## src/rtl/fracn_pkg.sv

```systemverilog
package fracn_pkg;

  // Prescaler mode as seen on presc_sel
  typedef enum logic {
    PRESC_4_5 = 1'b0,
    PRESC_8_9 = 1'b1
  } presc_e;

endpackage

```

## src/rtl/fracn_ref_div.sv

```systemverilog
module fracn_ref_div #(
  parameter int RDIV_W = 4
) (
  input  logic              clk,
  input  logic              rst,
  input  logic              cnt_rst,
  input  logic [RDIV_W-1:0] rdiv,
  output logic              tick
);

  logic [RDIV_W-1:0] cnt;
  logic [RDIV_W-1:0] lim;

  // a ratio of zero behaves as one
  always_comb lim = (rdiv == '0) ? RDIV_W'(1) : rdiv;

  always_ff @(posedge clk) begin
    if (rst || cnt_rst) begin
      cnt  <= '0;
      tick <= 1'b0;
    end else if (cnt >= lim - RDIV_W'(1)) begin
      cnt  <= '0;
      tick <= 1'b1;
    end else begin
      cnt  <= cnt + RDIV_W'(1);
      tick <= 1'b0;
    end
  end

  AST_TICK_ALIGN: assert property (@(posedge clk) disable iff (rst)
    tick |-> (cnt == '0));
  AST_CNT_HOLD: assert property (@(posedge clk) disable iff (rst)
    cnt_rst |=> (cnt == '0 && !tick));

endmodule

```

## src/rtl/fracn_prog_regs.sv

```systemverilog
module fracn_prog_regs
  import fracn_pkg::*;
#(
  parameter int INT_W   = 9,
  parameter int FRAC_W  = 12,
  parameter int NMIN_LO = 31,
  parameter int NMIN_HI = 91
) (
  input  logic              clk,
  input  logic              rst,
  input  logic [INT_W-1:0]  int_val,
  input  logic [FRAC_W-1:0] frac_val,
  input  logic [FRAC_W-1:0] mod_val,
  input  logic              mod_wr,
  input  logic              n_wr,
  input  logic              presc_sel,
  output logic [INT_W-1:0]  act_int,
  output logic [FRAC_W-1:0] frac_eff,
  output logic [FRAC_W-1:0] act_mod,
  output logic              mod_activate,
  output logic              int_err,
  output logic              frac_err
);

  localparam logic [INT_W-1:0] MIN_45 = INT_W'(NMIN_LO);
  localparam logic [INT_W-1:0] MIN_89 = INT_W'(NMIN_HI);

  logic [FRAC_W-1:0] act_frac;
  logic [FRAC_W-1:0] pend_mod;
  logic              pend_v;
  logic [INT_W-1:0]  int_floor;
  logic              frac_over;
  presc_e            presc;

  always_comb begin
    presc        = presc_e'(presc_sel);
    int_floor    = (presc == PRESC_8_9) ? MIN_89 : MIN_45;
    frac_over    = act_frac > act_mod;
    frac_eff     = frac_over ? act_mod : act_frac;
    mod_activate = n_wr && pend_v;
  end

  // staging register for the modulus
  always_ff @(posedge clk) begin
    if (rst) begin
      pend_mod <= '0;
      pend_v   <= 1'b0;
    end else if (mod_wr) begin
      pend_mod <= mod_val;
      pend_v   <= 1'b1;
    end else if (mod_activate) begin
      pend_v   <= 1'b0;
    end
  end

  // active settings
  always_ff @(posedge clk) begin
    if (rst) begin
      act_int  <= '0;
      act_frac <= '0;
      act_mod  <= '0;
    end else if (n_wr) begin
      act_int  <= int_val;
      act_frac <= frac_val;
      if (pend_v) act_mod <= pend_mod;
    end
  end

  // registered error flags
  always_ff @(posedge clk) begin
    if (rst) begin
      int_err  <= 1'b0;
      frac_err <= 1'b0;
    end else begin
      int_err  <= act_int < int_floor;
      frac_err <= frac_over;
    end
  end

  AST_MOD_HOLD: assert property (@(posedge clk) disable iff (rst)
    !n_wr |=> $stable(act_mod));
  AST_PEND_SET: assert property (@(posedge clk) disable iff (rst)
    mod_wr |=> pend_v);

endmodule

```

## src/rtl/fracn_accum.sv

```systemverilog
module fracn_accum #(
  parameter int INT_W  = 9,
  parameter int FRAC_W = 12
) (
  input  logic              clk,
  input  logic              rst,
  input  logic              cnt_rst,
  input  logic              tick,
  input  logic              clr,
  input  logic [INT_W-1:0]  int_v,
  input  logic [FRAC_W-1:0] frac_v,
  input  logic [FRAC_W-1:0] mod_v,
  output logic [INT_W:0]    n_out
);

  localparam int SUM_W = FRAC_W + 1;

  logic [FRAC_W-1:0] acc;
  logic [SUM_W-1:0]  sum;
  logic [SUM_W-1:0]  wrapped;
  logic              carry;

  always_comb begin
    sum     = {1'b0, acc} + {1'b0, frac_v};
    carry   = sum >= {1'b0, mod_v};
    wrapped = carry ? (sum - {1'b0, mod_v}) : sum;
  end

  always_ff @(posedge clk) begin
    if (rst || cnt_rst) begin
      acc   <= '0;
      n_out <= '0;
    end else if (clr) begin
      acc   <= '0;
    end else if (tick) begin
      acc   <= wrapped[FRAC_W-1:0];
      n_out <= {1'b0, int_v} + {{INT_W{1'b0}}, carry};
    end
  end

  AST_FRAC_CLAMP: assert property (@(posedge clk) disable iff (rst)
    frac_v <= mod_v);
  AST_ACC_BELOW_MOD: assert property (@(posedge clk) disable iff (rst)
    (mod_v != '0) |-> (acc < mod_v));
  AST_N_STEP: assert property (@(posedge clk) disable iff (rst)
    (tick && !clr && !cnt_rst) |=>
      (n_out == {1'b0, $past(int_v)} || n_out == {1'b0, $past(int_v)} + (INT_W+1)'(1)));
  AST_CLR_ACC: assert property (@(posedge clk) disable iff (rst)
    (clr && !cnt_rst) |=> (acc == '0));

endmodule

```

## src/rtl/fracn_ratio_ctrl.sv

```systemverilog
module fracn_ratio_ctrl #(
  parameter int INT_W   = 9,
  parameter int FRAC_W  = 12,
  parameter int RDIV_W  = 4,
  parameter int NMIN_LO = 31,
  parameter int NMIN_HI = 91
) (
  input  logic              clk,
  input  logic              rst,
  input  logic [INT_W-1:0]  int_val,
  input  logic [FRAC_W-1:0] frac_val,
  input  logic [FRAC_W-1:0] mod_val,
  input  logic              mod_wr,
  input  logic              n_wr,
  input  logic              presc_sel,
  input  logic [RDIV_W-1:0] rdiv,
  input  logic              cnt_rst,
  output logic              pfd_tick,
  output logic [INT_W:0]    n_out,
  output logic              int_err,
  output logic              frac_err
);

  logic [INT_W-1:0]  act_int;
  logic [FRAC_W-1:0] frac_eff;
  logic [FRAC_W-1:0] act_mod;
  logic              mod_activate;

  fracn_ref_div #(.RDIV_W(RDIV_W)) u_ref (
    .clk     (clk),
    .rst     (rst),
    .cnt_rst (cnt_rst),
    .rdiv    (rdiv),
    .tick    (pfd_tick)
  );

  fracn_prog_regs #(
    .INT_W   (INT_W),
    .FRAC_W  (FRAC_W),
    .NMIN_LO (NMIN_LO),
    .NMIN_HI (NMIN_HI)
  ) u_regs (
    .clk          (clk),
    .rst          (rst),
    .int_val      (int_val),
    .frac_val     (frac_val),
    .mod_val      (mod_val),
    .mod_wr       (mod_wr),
    .n_wr         (n_wr),
    .presc_sel    (presc_sel),
    .act_int      (act_int),
    .frac_eff     (frac_eff),
    .act_mod      (act_mod),
    .mod_activate (mod_activate),
    .int_err      (int_err),
    .frac_err     (frac_err)
  );

  fracn_accum #(.INT_W(INT_W), .FRAC_W(FRAC_W)) u_acc (
    .clk     (clk),
    .rst     (rst),
    .cnt_rst (cnt_rst),
    .tick    (pfd_tick),
    .clr     (mod_activate),
    .int_v   (act_int),
    .frac_v  (frac_eff),
    .mod_v   (act_mod),
    .n_out   (n_out)
  );

  AST_RST_QUIET: assert property (@(posedge clk)
    rst |=> (n_out == '0 && !pfd_tick && !int_err && !frac_err));
  AST_HOLD_N: assert property (@(posedge clk) disable iff (rst)
    cnt_rst |=> (n_out == '0 && !pfd_tick));

endmodule

```

## config.mk

```make
export PLATFORM = sky130hd
export DESIGN_NAME = fracn_ratio_ctrl
export DESIGN_NICKNAME = d
export VERILOG_FILES = /design/src/rtl/fracn_pkg.sv /design/src/rtl/fracn_ref_div.sv /design/src/rtl/fracn_prog_regs.sv /design/src/rtl/fracn_accum.sv /design/src/rtl/fracn_ratio_ctrl.sv
export SDC_FILE = /design/constraint.sdc
export NUM_CORES = 1
export LEC_CHECK = 0
export CAP_MARGIN = 20
export CORE_MARGIN = 10
export CORE_UTILIZATION = 55
export CTS_BUF_LIST = sky130_fd_sc_hd__clkbuf_8
export CTS_CLUSTER_SIZE = 30
export DETAILED_ROUTE_END_ITERATION = 7
export DONT_BUFFER_PORTS = 1
export PLACE_DENSITY = 0.71
export REMOVE_ABC_BUFFERS = 1
export SLEW_MARGIN = 5
export SYNTH_ARGS = -nofsm -noshare
export SYNTH_HDL_FRONTEND = slang
export SYNTH_SLANG_ARGS = --single-unit
```

## constraint.sdc

```tcl
create_clock -name clk -period 11.6 [get_ports clk]
set_clock_uncertainty 0.05 [all_clocks]
set_input_delay 1.74 -clock clk [delete_from_list [all_inputs] [get_ports clk]]
set_output_delay 1.74 -clock clk [all_outputs]
set_load 0.005 [all_outputs]
```

### After elaboration in Yosys (flattened, before gate mapping)

Index checks and enable logic that the tools add are counted.

* bits in registers: 75
* output and inout bits: 13

* reductions and logical operators: 8
* $lt $le $gt $ge: 4
* multiplexer cells: 7
* bitwise operators: 1
* $add $sub $neg: 5

Operators with widths (number)
* 12-bit 2-to-1 mux: 2
* 12-bit by 12-bit adder with 13-bit output: 1
* 13-bit by 12-bit greater-or-equal comparator with 1-bit output: 1
* 12-bit greater-than comparator: 1
* 12-bit subtractor: 1
* 9-bit by 1-bit adder with 10-bit output: 1
* 9-bit less-than comparator: 1
* 7-bit 2-to-1 mux: 1
* 4-bit by 1-bit adder with 4-bit output, second input constant: 1
* 4-bit greater-or-equal comparator: 1
* 4-bit zero test: 1
* 4-bit 2-to-1 mux: 1
* 2-bit AND reduction: 2
* 2-bit OR reduction: 2
* 4-bit by 1-bit subtractor with 4-bit output, second input constant: 1
* 1-bit 2-to-1 mux: 3
* 2-bit nonzero test: 1
* 1-bit logical AND: 1
* 1-bit logical OR: 1
* 1-bit inverter: 1

### Longest topological paths before layout

* depth in word-level cells: 5
* gate-level depth with buffers: 30
* depth with buffers taken out: 29

### Modules after synthesis

A second synthesis with hierarchy kept.

* cell total of the unflattened synthesis: 524
* area, all modules: 4630.7 sq um

By module, submodules not included
* fracn_prog_regs: area each 2200.9 sq um, cells each 231, seq. area each 960.9 sq um, times used 1
* fracn_accum: area each 2145.8 sq um, cells each 262, seq. area each 440.4 sq um, times used 1
* fracn_ref_div: area each 284.0 sq um, cells each 31, seq. area each 100.1 sq um, times used 1

### Worst setup path before layout

OpenSTA, ideal clock, no wires.

* path type: reg2reg
* start point: register u_regs.act_mod[11]
* end point: register u_acc.n_out[8]
* stages on the path, launching flop included: 29
* clock period less this slack: 5.563 ns
* path slack: 6.037 ns
* path buffers: 2
* arrival time: 5.376 ns
* data required time: 11.413 ns
* cells stage by stage: dfxtp_1 inv_1 ha_1 nand4_1 or2_2 o221ai_1 o21a_1 buf_2 mux2_2 ha_1 a211oi_2 o21ai_1 a221o_1 a221oi_4 xnor2_1 ha_1 nor2_1 nand3_1 a21o_1 o21ai_0 nand2_2 buf_6 ha_1 ha_1 nand3_1 nor2_1 nand3_1 xor2_1 a211oi_1

* word-level cells in the longest chain between the ends: 5

RTL lines
* start, declared: RTL line fracn_prog_regs.sv:19 `output logic [FRAC_W-1:0] act_mod,`
* start signal, assigned: RTL line fracn_prog_regs.sv:65 `if (pend_v) act_mod <= pend_mod;`
* 12-bit greater-than comparator: RTL line fracn_prog_regs.sv:38 `frac_over = act_frac > act_mod;`
* 12-bit 2-to-1 mux: RTL line fracn_prog_regs.sv:39 `frac_eff = frac_over ? act_mod : act_frac;`
* 12-bit by 12-bit adder with 13-bit output: RTL line fracn_accum.sv:24 `sum = {1'b0, acc} + {1'b0, frac_v};`
* 13-bit by 12-bit greater-or-equal comparator with 1-bit output (*): RTL line fracn_accum.sv:25 `carry = sum >= {1'b0, mod_v};`
* 9-bit by 1-bit adder with 10-bit output (*): RTL line fracn_accum.sv:37 `n_out <= {1'b0, int_v} + {{INT_W{1'b0}}, carry};`
* end signal, assigned: RTL line fracn_accum.sv:37
* end, declared: RTL line fracn_accum.sv:13 `output logic [INT_W:0] n_out`

Mark *: on every way between the ends. The rest lies on a longest branch, timed or not.
A chain may end at the register's enable or synchronous reset.

### Worst setup path in the final report

* start point: register u_regs.act_mod[10]
* end point: register u_acc.n_out[8]

The elaborated chain is that of the path after synthesis.

==> results.yml <==
power_and_ir_drop:
  p_sw_share_pct: 30.8
  comb_power_share_pct: 24.1
  pwr-share-seq_pct: 43.4
  power.internal_uw: 441
  clkPwrFrac_pct: 32.5
  powerDensity_mw_per_mm2: 136
  static-leakage-power_nw: 2.05
  switching_power_uw: 196
  ir_worst_vdd_mv: 0.0765
synth:
  ys.warnings.count: 0
  syn_avg_cell_area_um2: 8.97
  ys_seq_elements: 75
  synthCells: 494
  ys_seq_area_share_pct: 33.9
  synth_area_mm2: 0.00443
  async_reset_ff_share_pct: 0
  synthFlopType: "dfxtp_1"
  yosysUniqueCellTypes: 47
  synth-edff-count: 0
setup_path:
  rr_startpoint: "u_regs.act_mod[10]"
  crit_top_cell: "ha_1"
  crit_path_top_delay_cell: "o21a_1"
  worst_setup_path_start_kind: "flip-flop"
  crit_fanout: 13
  crit_arrival_ps: 6980
  end_kind: "flip-flop"
  crit_required_ps: 11830
  critical_path_class: "reg2reg"
  cpPeakStageDelay_ps: 550
  critPathLaunch: "u_regs.act_mod[10]"
timing:
  rsz0062_at_grt: "no"
  finalCritPeriodShare_pct: 58.2
  tns_ps: 0
  slew_violations: 0
  slew_headroom_pct: 46.1
  fmax_mhz: 148
  setup_slack_ps: 4850
  timing.hold.ws_ps: 403
  hold_violations: 0
  worst_pin_slew_ps: 806
  finalSetupViolCount: 0
  fin_crit_ps: 6750
placement:
  port_buffers: 0
  pre_cts_ws_ps: 4870
  place_inst: 576
  globalplace.congestion: 0.879
  hpwl_um: 7530
routing:
  vias: 3413
  drt_iter0_markers: 134
  routed_wl_um: 9880
  drc: 0
  post_drt_via_cell_ratio: 5.76
  wl_per_cell_um: 16.7
  detail-route-antenna-nets: 0
  first_pass_iters: 6
min_path:
  holdCritPathClass: "reg2reg"
  hp-start: "u_regs.pend_mod[5]"
finish:
  mostFrequentLayoutCell: "dfxtp_1"
  layout_common_cells: "dfxtp_1, nor2_1, ha_1"
  final_nets: 577
  register_area_mm2: 0.00150
  drive_above_1_share_pct: 7.54
  multi_input_area_mm2: 0.00277
  fin_cells: 593
  area_delta_synth_final_pct: 5.76
  num-fill-cells: 701
  diodes: 0
clock_tree:
  cts.clk_slew.worst_paths_ps: 90
  clock_latency_ps: 360
  cts_max_level: 3
  cts_buffer_depth: 2
  cts_tree: "yes"
  ctsResizeCount: 0
  cts_setup_buffers: 0
  ctsHoldBuffers: 0
  cts-root-buf: "clkbuf_8"
  numClockSinks: 75
  cts-buffers-inserted: 9
grt:
  grt_max_degree: 51
  grt_pass1_wl_um: 16500
  globalRouteOverflowTotal: 0
  grt_pass1_vias: 3422
  gr-usage-all-layers_pct: 17.0
  antenna_found_initial: 0
die:
  fp-row-count: 32
  dieArea_mm2: 0.0120
  die_h_um: 110
  core_area_mm2: 0.00777
  dieWidth_um: 110
  start_util_pct: 57.0
  io-pin-count: 56
status:
  outcome: "finished, final reports clean"
job:
  maxCapViolCount: 0
==> flip-flops by register name, summed over array words and instances, names as in the netlist <==
name             cells
u_acc.acc           12
u_regs.act_frac     12
u_regs.act_mod      12
u_regs.pend_mod     12
u_acc.n_out         10
u_regs.act_int       9
u_ref.cnt            4
u_ref.tick           1
u_regs.frac_err      1
u_regs.int_err       1
u_regs.pend_v        1
==> layout make-up <==
class,count,area share (%)
tap,102,2.72
multi-input combinational,378,59.0
timing repair buffer,1,0.240
sequential,75,32.0
clock inverter,7,1.63
clock buffer,9,2.64
inverter,21,1.68
==> per-layer routing <==
layer  vias to the layer above  routed length [um]  global-route usage, %
li1                       1732                   -                      -
met1                      1594                4590                   21.0
met2                        69                4590                   28.4
met3                        18                 518                   3.86
met4                         0                 187                   6.51
met5                         -                   0                      0
==> worst max-delay path, delay by kind of cell (launching register included) <==
kind / cells / cell delay, ps
simple gates: 7 / 1230
xor+xnor: 2 / 260
flops: 1 / 360
compound gates: 9 / 2480
mux: 1 / 410
fa+ha+maj: 6 / 1800
buf+inv: 1 / 80
==> worst paths after layout <==
kind,end,slack (ps),cells after the start
hold / removal,u_regs.act_mod[5],400,2
hold reg to reg,u_regs.act_mod[5],400,2
setup reg to reg,u_acc.n_out[8],4850,26
setup / recovery,u_acc.n_out[8],4850,26
==> power groups by stage <==
stage	Sequential, mW	Combinational (mW)	Clock, mW
global placement	0.282	0.151	0
CTS	0.276	0.154	0.210
global route	0.278	0.171	0.222
finish	0.276	0.154	0.207
detailed placement	0.282	0.153	0
floorplan	0.279	0.125	0
==> per-stage QoR <==
| stage | total power [mW] | cell area (um2) | util [%] |
|---|---|---|---|
| 2_1_floorplan | 0.404 | 4350 | - |
| 3_3_place_gp | 0.433 | 4470 | 57.6 |
| 3_5_place_dp | 0.435 | 4470 | 57.6 |
| 4_1_cts | 0.640 | 4670 | 60.2 |
| 5_1_grt | 0.670 | 4690 | 60.3 |
| 6_report | 0.636 | 4690 | 60.3 |
==> synthesized netlist by cell type, drive strengths merged, types with 4 or more instances <==
master / count / area, um2
o21a: 4 / 30.0
nand2b: 4 / 25.0
a21o: 13 / 97.6
o21ai: 21 / 105
clkbuf: 13 / 48.8
nor2: 61 / 229
nand3: 7 / 35.0
and3: 4 / 25.0
buf: 7 / 35.0
ha: 46 / 576
a31oi: 4 / 25.0
xor2: 9 / 78.8
a21oi: 42 / 214
nand4: 6 / 37.5
dfxtp: 75 / 1500
xnor2: 19 / 166
a211oi: 11 / 87.6
mux2: 14 / 165
nand2: 36 / 138
mux2i: 44 / 440
o211ai: 5 / 37.5
inv: 20 / 75.1
==> cell families (layout without fill, tap and decap cells) <==
family                   after synthesis  count (layout)  synth area share [%]
AO/OA/AOI/OAI                        112             112                  16.3
AND/OR/NAND/NOR                      132             132                  13.1
flip-flops                            75              75                  33.9
XOR/XNOR                              28              28                  5.54
adder cells (fa/ha/maj)               48              48                  13.9
multiplexers                          58              58                  13.7
buffers and inverters                 41              38                  3.67
No activity file was read; power rests on OpenSTA's default activity.
